### src/rtl/otp_pkg.sv
package otp_pkg;

    typedef enum logic [2:0] {
        ST_IDLE,
        ST_PULSE,
        ST_VERIFY,
        ST_PROT,
        ST_CMP
    } seq_state_e;

    typedef enum logic [2:0] {
        MD_OFF,
        MD_READ,
        MD_PROG,
        MD_VERIFY,
        MD_PROTECT
    } cell_mode_e;

    typedef struct packed {
        logic hv;
        logic regsel;
        logic rw;
    } cell_ctl_t;

    function automatic cell_ctl_t mode_to_ctl(cell_mode_e m);
        cell_ctl_t c;
        c = '{hv: 1'b0, regsel: 1'b0, rw: 1'b1};
        case (m)
            MD_READ:    c = '{hv: 1'b0, regsel: 1'b0, rw: 1'b1};
            MD_PROG:    c = '{hv: 1'b1, regsel: 1'b0, rw: 1'b0};
            MD_VERIFY:  c = '{hv: 1'b1, regsel: 1'b0, rw: 1'b1};
            MD_PROTECT: c = '{hv: 1'b1, regsel: 1'b1, rw: 1'b0};
            default:    c = '{hv: 1'b0, regsel: 1'b0, rw: 1'b1};
        endcase
        return c;
    endfunction

endpackage

### src/rtl/otp_pulse_timer.sv
module otp_pulse_timer #(
    parameter int PULSE_CYC = 20
) (
    input  logic clk,
    input  logic rst,
    input  logic kick,
    output logic active,
    output logic fin
);
    localparam int CNT_W = $clog2(PULSE_CYC + 1);

    logic [CNT_W-1:0] cnt_q;

    always_ff @(posedge clk) begin
        if (rst) begin
            active <= 1'b0;
            cnt_q  <= '0;
        end else if (kick) begin
            active <= 1'b1;
            cnt_q  <= CNT_W'(PULSE_CYC - 1);
        end else if (active) begin
            if (cnt_q == '0) active <= 1'b0;
            else             cnt_q  <= cnt_q - 1'b1;
        end
    end

    assign fin = active && (cnt_q == '0);

    // a new strobe is never requested while one is running
    assert_no_rekick_R3: assert property (@(posedge clk) disable iff (rst)
        kick |-> !active);

endmodule

### src/rtl/otp_retry_ctr.sv
module otp_retry_ctr #(
    parameter int MAX_TRY = 10
) (
    input  logic clk,
    input  logic rst,
    input  logic clr,
    input  logic inc,
    output logic at_max
);
    localparam int TRY_W = $clog2(MAX_TRY + 1);

    logic [TRY_W-1:0] tries_q;

    always_ff @(posedge clk) begin
        if (rst || clr) tries_q <= '0;
        else if (inc)   tries_q <= tries_q + 1'b1;
    end

    assign at_max = (tries_q == TRY_W'(MAX_TRY));

    // the sequencer never asks for an attempt beyond the budget
    assert_retry_cap_R4: assert property (@(posedge clk) disable iff (rst)
        inc |-> (tries_q < TRY_W'(MAX_TRY)));

endmodule

### src/rtl/otp_mode_decode.sv
module otp_mode_decode
    import otp_pkg::*;
(
    input  cell_mode_e mode,
    output logic       hv,
    output logic       regsel,
    output logic       rw
);
    cell_ctl_t ctl;

    always_comb begin
        ctl    = mode_to_ctl(mode);
        hv     = ctl.hv;
        regsel = ctl.regsel;
        rw     = ctl.rw;
    end

endmodule

### src/rtl/otp_prog_seq.sv
module otp_prog_seq
    import otp_pkg::*;
#(
    parameter int              ADDR_W    = 12,
    parameter int              DATA_W    = 8,
    parameter int              DEPTH     = 32,
    parameter int              PULSE_CYC = 20,
    parameter int              MAX_TRY   = 10,
    parameter logic [11:0]     PROT_ADDR = 12'hE3F
) (
    input  logic              clk,
    input  logic              rst,
    input  logic              start,
    input  logic              lock_req,
    input  logic [DATA_W-1:0] src_data,
    output logic [ADDR_W-1:0] cell_addr,
    output logic [DATA_W-1:0] cell_wdata,
    output logic              cell_pulse,
    output logic              cell_hv,
    output logic              cell_regsel,
    output logic              cell_rw,
    input  logic [DATA_W-1:0] cell_rdata,
    output logic              busy,
    output logic              done,
    output logic              pass,
    output logic              fail,
    output logic              locked,
    output logic [ADDR_W-1:0] fail_addr
);
    localparam logic [ADDR_W-1:0] LAST_A  = ADDR_W'(DEPTH - 1);
    localparam logic [ADDR_W-1:0] PROT_A  = ADDR_W'(PROT_ADDR);

    seq_state_e        state_q, state_d;
    cell_mode_e        mode;
    logic [ADDR_W-1:0] addr_q;
    logic              lock_q;
    logic              kick, fin, r_clr, r_inc, at_max;
    logic              is_last, vfy_ok, cmp_ok;
    logic [DATA_W-1:0] cmp_exp;

    otp_pulse_timer #(.PULSE_CYC(PULSE_CYC)) u_timer (
        .clk(clk), .rst(rst), .kick(kick), .active(cell_pulse), .fin(fin)
    );

    otp_retry_ctr #(.MAX_TRY(MAX_TRY)) u_retry (
        .clk(clk), .rst(rst), .clr(r_clr), .inc(r_inc), .at_max(at_max)
    );

    otp_mode_decode u_decode (
        .mode(mode), .hv(cell_hv), .regsel(cell_regsel), .rw(cell_rw)
    );

    assign is_last = (addr_q == LAST_A);
    assign vfy_ok  = (cell_rdata == src_data);
    assign cmp_exp = lock_q ? {DATA_W{1'b1}} : src_data;
    assign cmp_ok  = (cell_rdata == cmp_exp);

    always_comb begin
        case (state_q)
            ST_PULSE:  mode = MD_PROG;
            ST_VERIFY: mode = MD_VERIFY;
            ST_PROT:   mode = MD_PROTECT;
            ST_CMP:    mode = MD_READ;
            default:   mode = MD_OFF;
        endcase
    end

    assign cell_addr  = (state_q == ST_PROT) ? PROT_A : addr_q;
    assign cell_wdata = (state_q == ST_PROT) ? '0 : src_data;
    assign busy       = (state_q != ST_IDLE);

    always_comb begin
        state_d = state_q;
        kick    = 1'b0;
        r_clr   = 1'b0;
        r_inc   = 1'b0;
        case (state_q)
            ST_IDLE: if (start) begin
                state_d = ST_PULSE;
                kick    = 1'b1;
                r_clr   = 1'b1;
            end
            ST_PULSE: if (fin) begin
                state_d = ST_VERIFY;
                r_inc   = 1'b1;
            end
            ST_VERIFY: begin
                if (vfy_ok) begin
                    if (!is_last) begin
                        state_d = ST_PULSE;
                        kick    = 1'b1;
                        r_clr   = 1'b1;
                    end else if (lock_q) begin
                        state_d = ST_PROT;
                        kick    = 1'b1;
                    end else begin
                        state_d = ST_CMP;
                    end
                end else if (at_max) begin
                    state_d = ST_IDLE;
                end else begin
                    state_d = ST_PULSE;
                    kick    = 1'b1;
                end
            end
            ST_PROT: if (fin) state_d = ST_CMP;
            ST_CMP:  if (!cmp_ok || is_last) state_d = ST_IDLE;
            default: state_d = ST_IDLE;
        endcase
    end

    always_ff @(posedge clk) begin
        if (rst) begin
            state_q   <= ST_IDLE;
            addr_q    <= '0;
            lock_q    <= 1'b0;
            done      <= 1'b0;
            pass      <= 1'b0;
            fail      <= 1'b0;
            locked    <= 1'b0;
            fail_addr <= '0;
        end else begin
            state_q <= state_d;
            case (state_q)
                ST_IDLE: if (start) begin
                    addr_q <= '0;
                    lock_q <= lock_req;
                    done   <= 1'b0;
                    pass   <= 1'b0;
                    fail   <= 1'b0;
                    locked <= 1'b0;
                end
                ST_VERIFY: begin
                    if (vfy_ok) begin
                        addr_q <= is_last ? '0 : addr_q + 1'b1;
                    end else if (at_max) begin
                        fail      <= 1'b1;
                        done      <= 1'b1;
                        fail_addr <= addr_q;
                    end
                end
                ST_CMP: begin
                    if (!cmp_ok) begin
                        fail      <= 1'b1;
                        done      <= 1'b1;
                        fail_addr <= addr_q;
                    end else if (is_last) begin
                        pass   <= 1'b1;
                        done   <= 1'b1;
                        locked <= lock_q;
                    end else begin
                        addr_q <= addr_q + 1'b1;
                    end
                end
                default: ;
            endcase
        end
    end

    // every strobe happens at programming voltage
    assert_hv_on_pulse_R2: assert property (@(posedge clk) disable iff (rst)
        cell_pulse |-> cell_hv);

    // a failure stops all cell activity
    assert_stop_after_fail_R5: assert property (@(posedge clk) disable iff (rst)
        $rose(fail) |-> (!cell_pulse && !busy));

    // the two outcomes are exclusive
    assert_outcome_excl_R7: assert property (@(posedge clk) disable iff (rst)
        !(pass && fail));

    // register space is only touched at the protection location
    assert_prot_addr_R8: assert property (@(posedge clk) disable iff (rst)
        cell_regsel |-> (cell_addr == PROT_A && !cell_rw));

    // results hold while idle with no start
    assert_hold_R9: assert property (@(posedge clk) disable iff (rst)
        (!busy && !start) |=> ($stable(fail_addr) && $stable(pass) && $stable(fail) && $stable(locked)));

endmodule

### config.mk
export PLATFORM = sky130hd
export DESIGN_NAME = otp_prog_seq
export DESIGN_NICKNAME = d
export VERILOG_FILES = /design/src/rtl/otp_pkg.sv /design/src/rtl/otp_pulse_timer.sv /design/src/rtl/otp_retry_ctr.sv /design/src/rtl/otp_mode_decode.sv /design/src/rtl/otp_prog_seq.sv
export SDC_FILE = /design/constraint.sdc
export NUM_CORES = 1
export LEC_CHECK = 0
export ABC_AREA = 1
export BUFFER_PORTS_ARGS = -buffer_cell sky130_fd_sc_hd__buf_4
export CORE_MARGIN = 1
export CORE_UTILIZATION = 56
export CTS_CLUSTER_DIAMETER = 40
export DETAILED_ROUTE_END_ITERATION = 12
export PLACE_DENSITY_LB_ADDON = 0.25
export SLEW_MARGIN = 20
export SYNTH_ARGS = -nofsm -noshare
export SYNTH_HDL_FRONTEND = slang
export SYNTH_SLANG_ARGS = --single-unit
### constraint.sdc
create_clock -name clk -period 2.3 [get_ports clk]
set_input_delay 0.115 -clock clk [delete_from_list [all_inputs] [get_ports clk]]
set_output_delay 0.115 -clock clk [all_outputs]
set_load 0.03 [all_outputs]
# ---- Word level (Yosys, flattened, before mapping)
# Cells that the tools add are included.
dict set report totals {
  latch_bits 0
  elab_cells 115
  input_bits 20
  reg_bits 42
  n_memories 0
  mem_bits_ro 0
  ramBits 0
}
dict set report classes {
  n_eq_ne 24
  n_addsub 3
  reduce_logical 21
  div 0
  shifts 0
  n_mul 0
  n_mux 54
  n_bitwise 1
  order_cmp 0
}
# cell n
set ops {}
lappend ops {{12-bit 2-to-1 mux} 9}
lappend ops {{12-bit one-hot mux with 3 select lines} 1}
lappend ops {{2-bit inequality test (second input constant)} 12}
lappend ops {{12-bit one-hot mux with 2 select lines} 1}
lappend ops {{1-bit 2-to-1 mux} 22}
lappend ops {{3-bit 2-to-1 mux} 7}
lappend ops {{8-bit == test} 2}
lappend ops {{8-bit 2-to-1 mux} 2}
lappend ops {{5-bit 2-to-1 mux} 3}
lappend ops {{3-bit one-hot mux with 5 select lines} 1}
lappend ops {{5-bit AND reduction} 3}
lappend ops {{12-bit by 1-bit adder with 12-bit output (second input constant)} 1}
lappend ops {{12-bit by 5-bit == test with 1-bit output (second input constant)} 1}
lappend ops {{3-bit by 2-bit == test with 1-bit output (second input constant)} 4}
lappend ops {{3-bit one-hot mux with 4 select lines} 1}
lappend ops {{4-bit AND reduction} 3}
lappend ops {{3-bit one-hot mux with 3 select lines} 1}
lappend ops {{1-bit one-hot mux with 2 select lines} 4}
lappend ops {{3-bit == test (second input constant)} 2}
lappend ops {{1-bit one-hot mux with 3 select lines} 2}
lappend ops {{2-bit AND reduction} 3}
lappend ops {{2-bit nonzero test} 3}
lappend ops {{3-bit nonzero test} 2}
lappend ops {{5-bit logical NOT} 1}
lappend ops {{11 further kinds} 12}

# ---- Logic depth before layout (Yosys ltp)
dict set report logic_depth {
  ltp_word 6
  mapped_depth 12
  ltp_nobuf 12
}

# ---- Hierarchy
# Synthesis repeated with hierarchy kept, for this count alone.
dict set report unflattened {
  hier_cells 469
  area_unflattened_um2 2765.2
}
# mod cells_per_inst n_inst seq_area_each_um2 area_per_inst_um2
set modules_own_cells {}
lappend modules_own_cells {otp_prog_seq 391 1 640.6 2229.6}
lappend modules_own_cells {otp_pulse_timer 42 1 120.1 304.0}
lappend modules_own_cells {otp_retry_ctr 26 1 80.1 190.2}
lappend modules_own_cells {otp_mode_decode 10 1 0.0 41.3}

# ---- Worst setup path before layout
# OpenSTA, ideal clock, no wires.
dict set report synth_path {
  path_kind {register to output}
  startpoint {register state_q[2]}
  endpoint {output port cell_addr[7]}
  stages_incl_launch_ff 6
  required_ps 2185
  t_arrival_ps 1772
  path_buffers 1
  setup_slack_ps 413
  path_cell_list {dfxtp_1 -> inv_2 -> nand2_1 -> nor2_1 -> clkbuf_1 -> nor2_1}
}
dict set report synth_via {
  elab_chain_cells 2
}
# element line_no
set synth_rtl {}
lappend synth_rtl {{start, declared} otp_prog_seq.sv:33} ;# seq_state_e state_q, state_d;
lappend synth_rtl {{start signal, assigned} otp_prog_seq.sv:123} ;# state_q <= state_d;
lappend synth_rtl {{3-bit by 2-bit == test with 1-bit output} otp_prog_seq.sv:68} ;# assign cell_addr = (state_q == ST_PROT) ? PROT_A : addr_q;
lappend synth_rtl {{12-bit 2-to-1 mux} otp_prog_seq.sv:68}
lappend synth_rtl {{end, declared} otp_prog_seq.sv:16} ;# output logic [ADDR_W-1:0] cell_addr,
# No other way between the ends.

# ---- Worst setup path in the final report
dict set report layout_path {
  startpoint {register state_q[2]}
  endpoint {output port cell_addr[0]}
}
# The elaborated chain is that of the path after synthesis.

==> impl_metrics.yaml <==
clock_tree:
  cts-buffers-inserted: 5
  clockBufferDepth: 2
  cts-resized-gates: 0
  ctsHoldBuffers: 0
  cts_tree: "done"
  clk_latency_ns: 0.30
  cts_sinks: 42
  htreeDepth: 2
  postCtsSetupBuffers: 0
  clk_pin_slew_ns: 0.09
  clock-root-buffer: "clkbuf_8"
worst_setup_path:
  end_kind: "primary output"
  crit_slowest_cell: "dfxtp_1"
  crit_chain: "inv_2, nand2_1, nor2_1, clkinv_1, nand2_1, buf_4"
  reg2reg_to: "fail_addr[3]$_SDFFE_PP0P_"
  r2r_cells: 11
  worstPathRequired_ns: 2.18
  crit_fanout: 10
  worst_setup_path_start_kind: "flop"
  critical_path.max_stage_delay_ns: 0.42
  crit_top_cell: "nand2_1"
  path_class: "flop to primary output"
  rr_startpoint: "lock_q$_SDFFE_PP0P_"
  worstPathArrival_ns: 2.06
  regToRegSetupSlack_ns: 0.22
floorplan:
  start_util: 0.5886
  core-area_sq_mm: 0.005140
  die_x_um: 75.50
  die_area_sq_mm: 0.005700
  rows: 26
  io_pins: 61
  die_y_um: 75.50
layout:
  drive_gt1_frac: 0.2202
  antenna_cells: 0
  num-fill-cells: 488
  area_growth_pct: 18.40
  nNetsFinal: 568
  ff_latch_area_sq_um: 840.8
  layout_commonest_cell: "nand2_1"
  multi_input_area_sq_mm: 0.001757
  instances_no_fill: 615
  mostFrequentLayoutCells: "143 x nand2_1, 74 x nor2_1, 71 x inv_1"
place:
  place.gp.congestion: 0.9273
  io_buffer_count: 60
  hpwl_um: 5557
  placed_cells: 607
routing:
  drt_pre_antenna_iters: 4
  vias: 3092
  drtIter0Drc: 227
  ant_nets: 0
  wl_per_cell_um: 12.06
  via_per_inst: 5.028
  drc: 0
  drt-total-wl_um: 7417
pwr:
  seq_power_share: 0.289
  clkPwrFrac: 0.174
  cellInternalPower_mw: 1.862
  pwr-share-comb: 0.537
  max-vdd-ir-drop_uv: 528.2
  swShare: 0.4688
  p_leak_nw: 1.794
  powerDensity_mw_per_mm2: 978.5
  power.switching_mw: 1.643
synth:
  ys_seq_elements: 42
  avgSynthCellArea_sq_um: 6.174
  async_flop_share: 0
  synth_fp_nets: 514
  ys_warn_count: 0
  netlist_instances: 490
  synth-seq-area-share: 0.2779
  synth_area_sq_mm: 0.003025
  synth.distinct_cells: 35
  synthFlopType: "dfxtp_1"
  synth_edf_count: 0
worst_hold_path:
  hold_depth: 3
  min-delay-start: "lock_req"
  holdCritPathClass: "input port to flop"
  holdPathEnd: "lock_q$_SDFFE_PP0P_"
global_routing:
  track_usage: 0.2702
  first_global_vias: 2740
  grt_max_degree: 21
  antenna_found_initial: 0
  grt_pass1_wl_um: 11830
  grt_overflow_total: 0
timing:
  max_slew_margin: 0.5955
  slew_viol_final: 0
  worst_pin_slew_ns: 0.6017
  setup_viol: 0
  hold_viol_final: 0
  finalCritPeriodShare: 0.9454
  rsz0062_at_grt: "no"
  min_period_ns: 2.175
  max_freq_ghz: 0.4599
  skew_ns: 0.006779
  fin_tns_setup_ns: 0
job:
  max-cap-violations: 0
status:
  status: "complete, no violations"
-- critical path: cells and delay by family (launching register included) --
| family | cells | cell delay, ns |
|---|---|---|
| simple gates | 3 | 0.64 |
| buf+inv | 3 | 0.70 |
| flops | 1 | 0.42 |
-- cell usage after synthesis (2+ instances only) --
cell	instances	area, sq um
buf_2	5	25.02
nor3_1	6	30.03
dfxtp_1	42	840.8
nand3_1	28	140.1
clkbuf_1	4	15.01
inv_1	71	266.5
nor2_2	2	12.51
nand2_4	3	33.78
nand4_1	17	106.4
nor2_4	4	45.04
nand3b_1	2	15.01
o21ai_0	8	40.04
nand3_2	12	120.1
nand2_2	2	12.51
a21oi_2	10	87.58
inv_2	11	41.29
buf_6	4	45.04
a21oi_1	17	85.08
nand2_1	143	536.8
ha_1	4	50.05
xor2_1	8	70.07
nor2_1	74	277.8
-- through the flow --
| step | utilization | setup WS (ns) | area [sq um] | hold WS [ns] | power (mW) |
|---|---|---|---|---|---|
| after CTS | 0.6969 | 0.1571 | 3582 | 0.1334 | 3.501 |
| final | 0.6969 | 0.1255 | 3582 | 0.1338 | 3.505 |
| after global placement | 0.6750 | 0.3422 | 3470 | 0.4439 | 2.850 |
| after global routing | 0.6969 | 0.03192 | 3582 | 0.1638 | 3.764 |
| after detailed placement | 0.6750 | 0.2665 | 3470 | 0.4243 | 2.900 |
| after floorplan | - | 0.4128 | 3025 | 0.3083 | 2.503 |
-- registers in the layout, summed over array words and instances, names as in the netlist --
name,flops
fail,1
fail_addr,12
done,1
addr_q,12
locked,1
state_q,3
u_timer.cnt_q,5
lock_q,1
pass,1
u_timer.active,1
u_retry.tries_q,4
-- worst max path at each step --
| stage | startpoint | to | slack (ns) | depth (start not counted) |
|---|---|---|---|---|
| 3_5_place_dp | lock_q$_SDFFE_PP0P_ | fail_addr[4]$_SDFFE_PP0P_ | 0.27 | 11 |
| 5_1_grt | lock_q$_SDFFE_PP0P_ | fail_addr[7]$_SDFFE_PP0P_ | 0.03 | 11 |
| 4_1_cts | state_q[2]$_SDFFE_PP0P_ | cell_addr[0] | 0.16 | 6 |
| 2_1_floorplan | state_q[2]$_SDFFE_PP0P_ | cell_addr[7] | 0.41 | 5 |
| 3_3_place_gp | lock_q$_SDFFE_PP0P_ | fail_addr[3]$_SDFFE_PP0P_ | 0.34 | 11 |
| 6_report | state_q[2]$_SDFFE_PP0P_ | cell_addr[0] | 0.13 | 6 |
-- logic make-up (layout without fill, tap and decap cells) --
kind of cell	Yosys count	count (layout)	share of synthesized area
and+or+nand+nor	297	297	0.4557
DFF	42	42	0.2779
xor gates and xnor gates	9	9	0.02606
buffers and inverters	99	154	0.1414
AOI/OAI and AO/OA	39	39	0.08230
adders and majority gates	4	4	0.01654
-- final cells by class --
class,count,area share
timing repair buffer,63,0.1320
sequential,42,0.2347
clock inverter,3,0.01222
tap,70,0.02445
multi-input combinational,349,0.4904
clock buffer,5,0.01921
inverter,83,0.08697
-- routing by layer --
layer / part of all wire / track usage
met1: 0.45 / 0.3453
met2: 0.47 / 0.4603
met3: 0.066 / 0.04630
met4: 0.016 / 0.09465
met5: 0 / 0
-- power by group through the flow --
| stage | clock network [mW] | registers [mW] | logic, mW |
|---|---|---|---|
| 4_1_cts | 0.606 | 1.01 | 1.88 |
| 6_report | 0.609 | 1.01 | 1.88 |
| 3_5_place_dp | 0 | 1.03 | 1.87 |
| 2_1_floorplan | 0 | 1.19 | 1.31 |
| 3_3_place_gp | 0 | 1.02 | 1.83 |
| 5_1_grt | 0.635 | 1.04 | 2.09 |
Power figures use the tool's default switching activity.
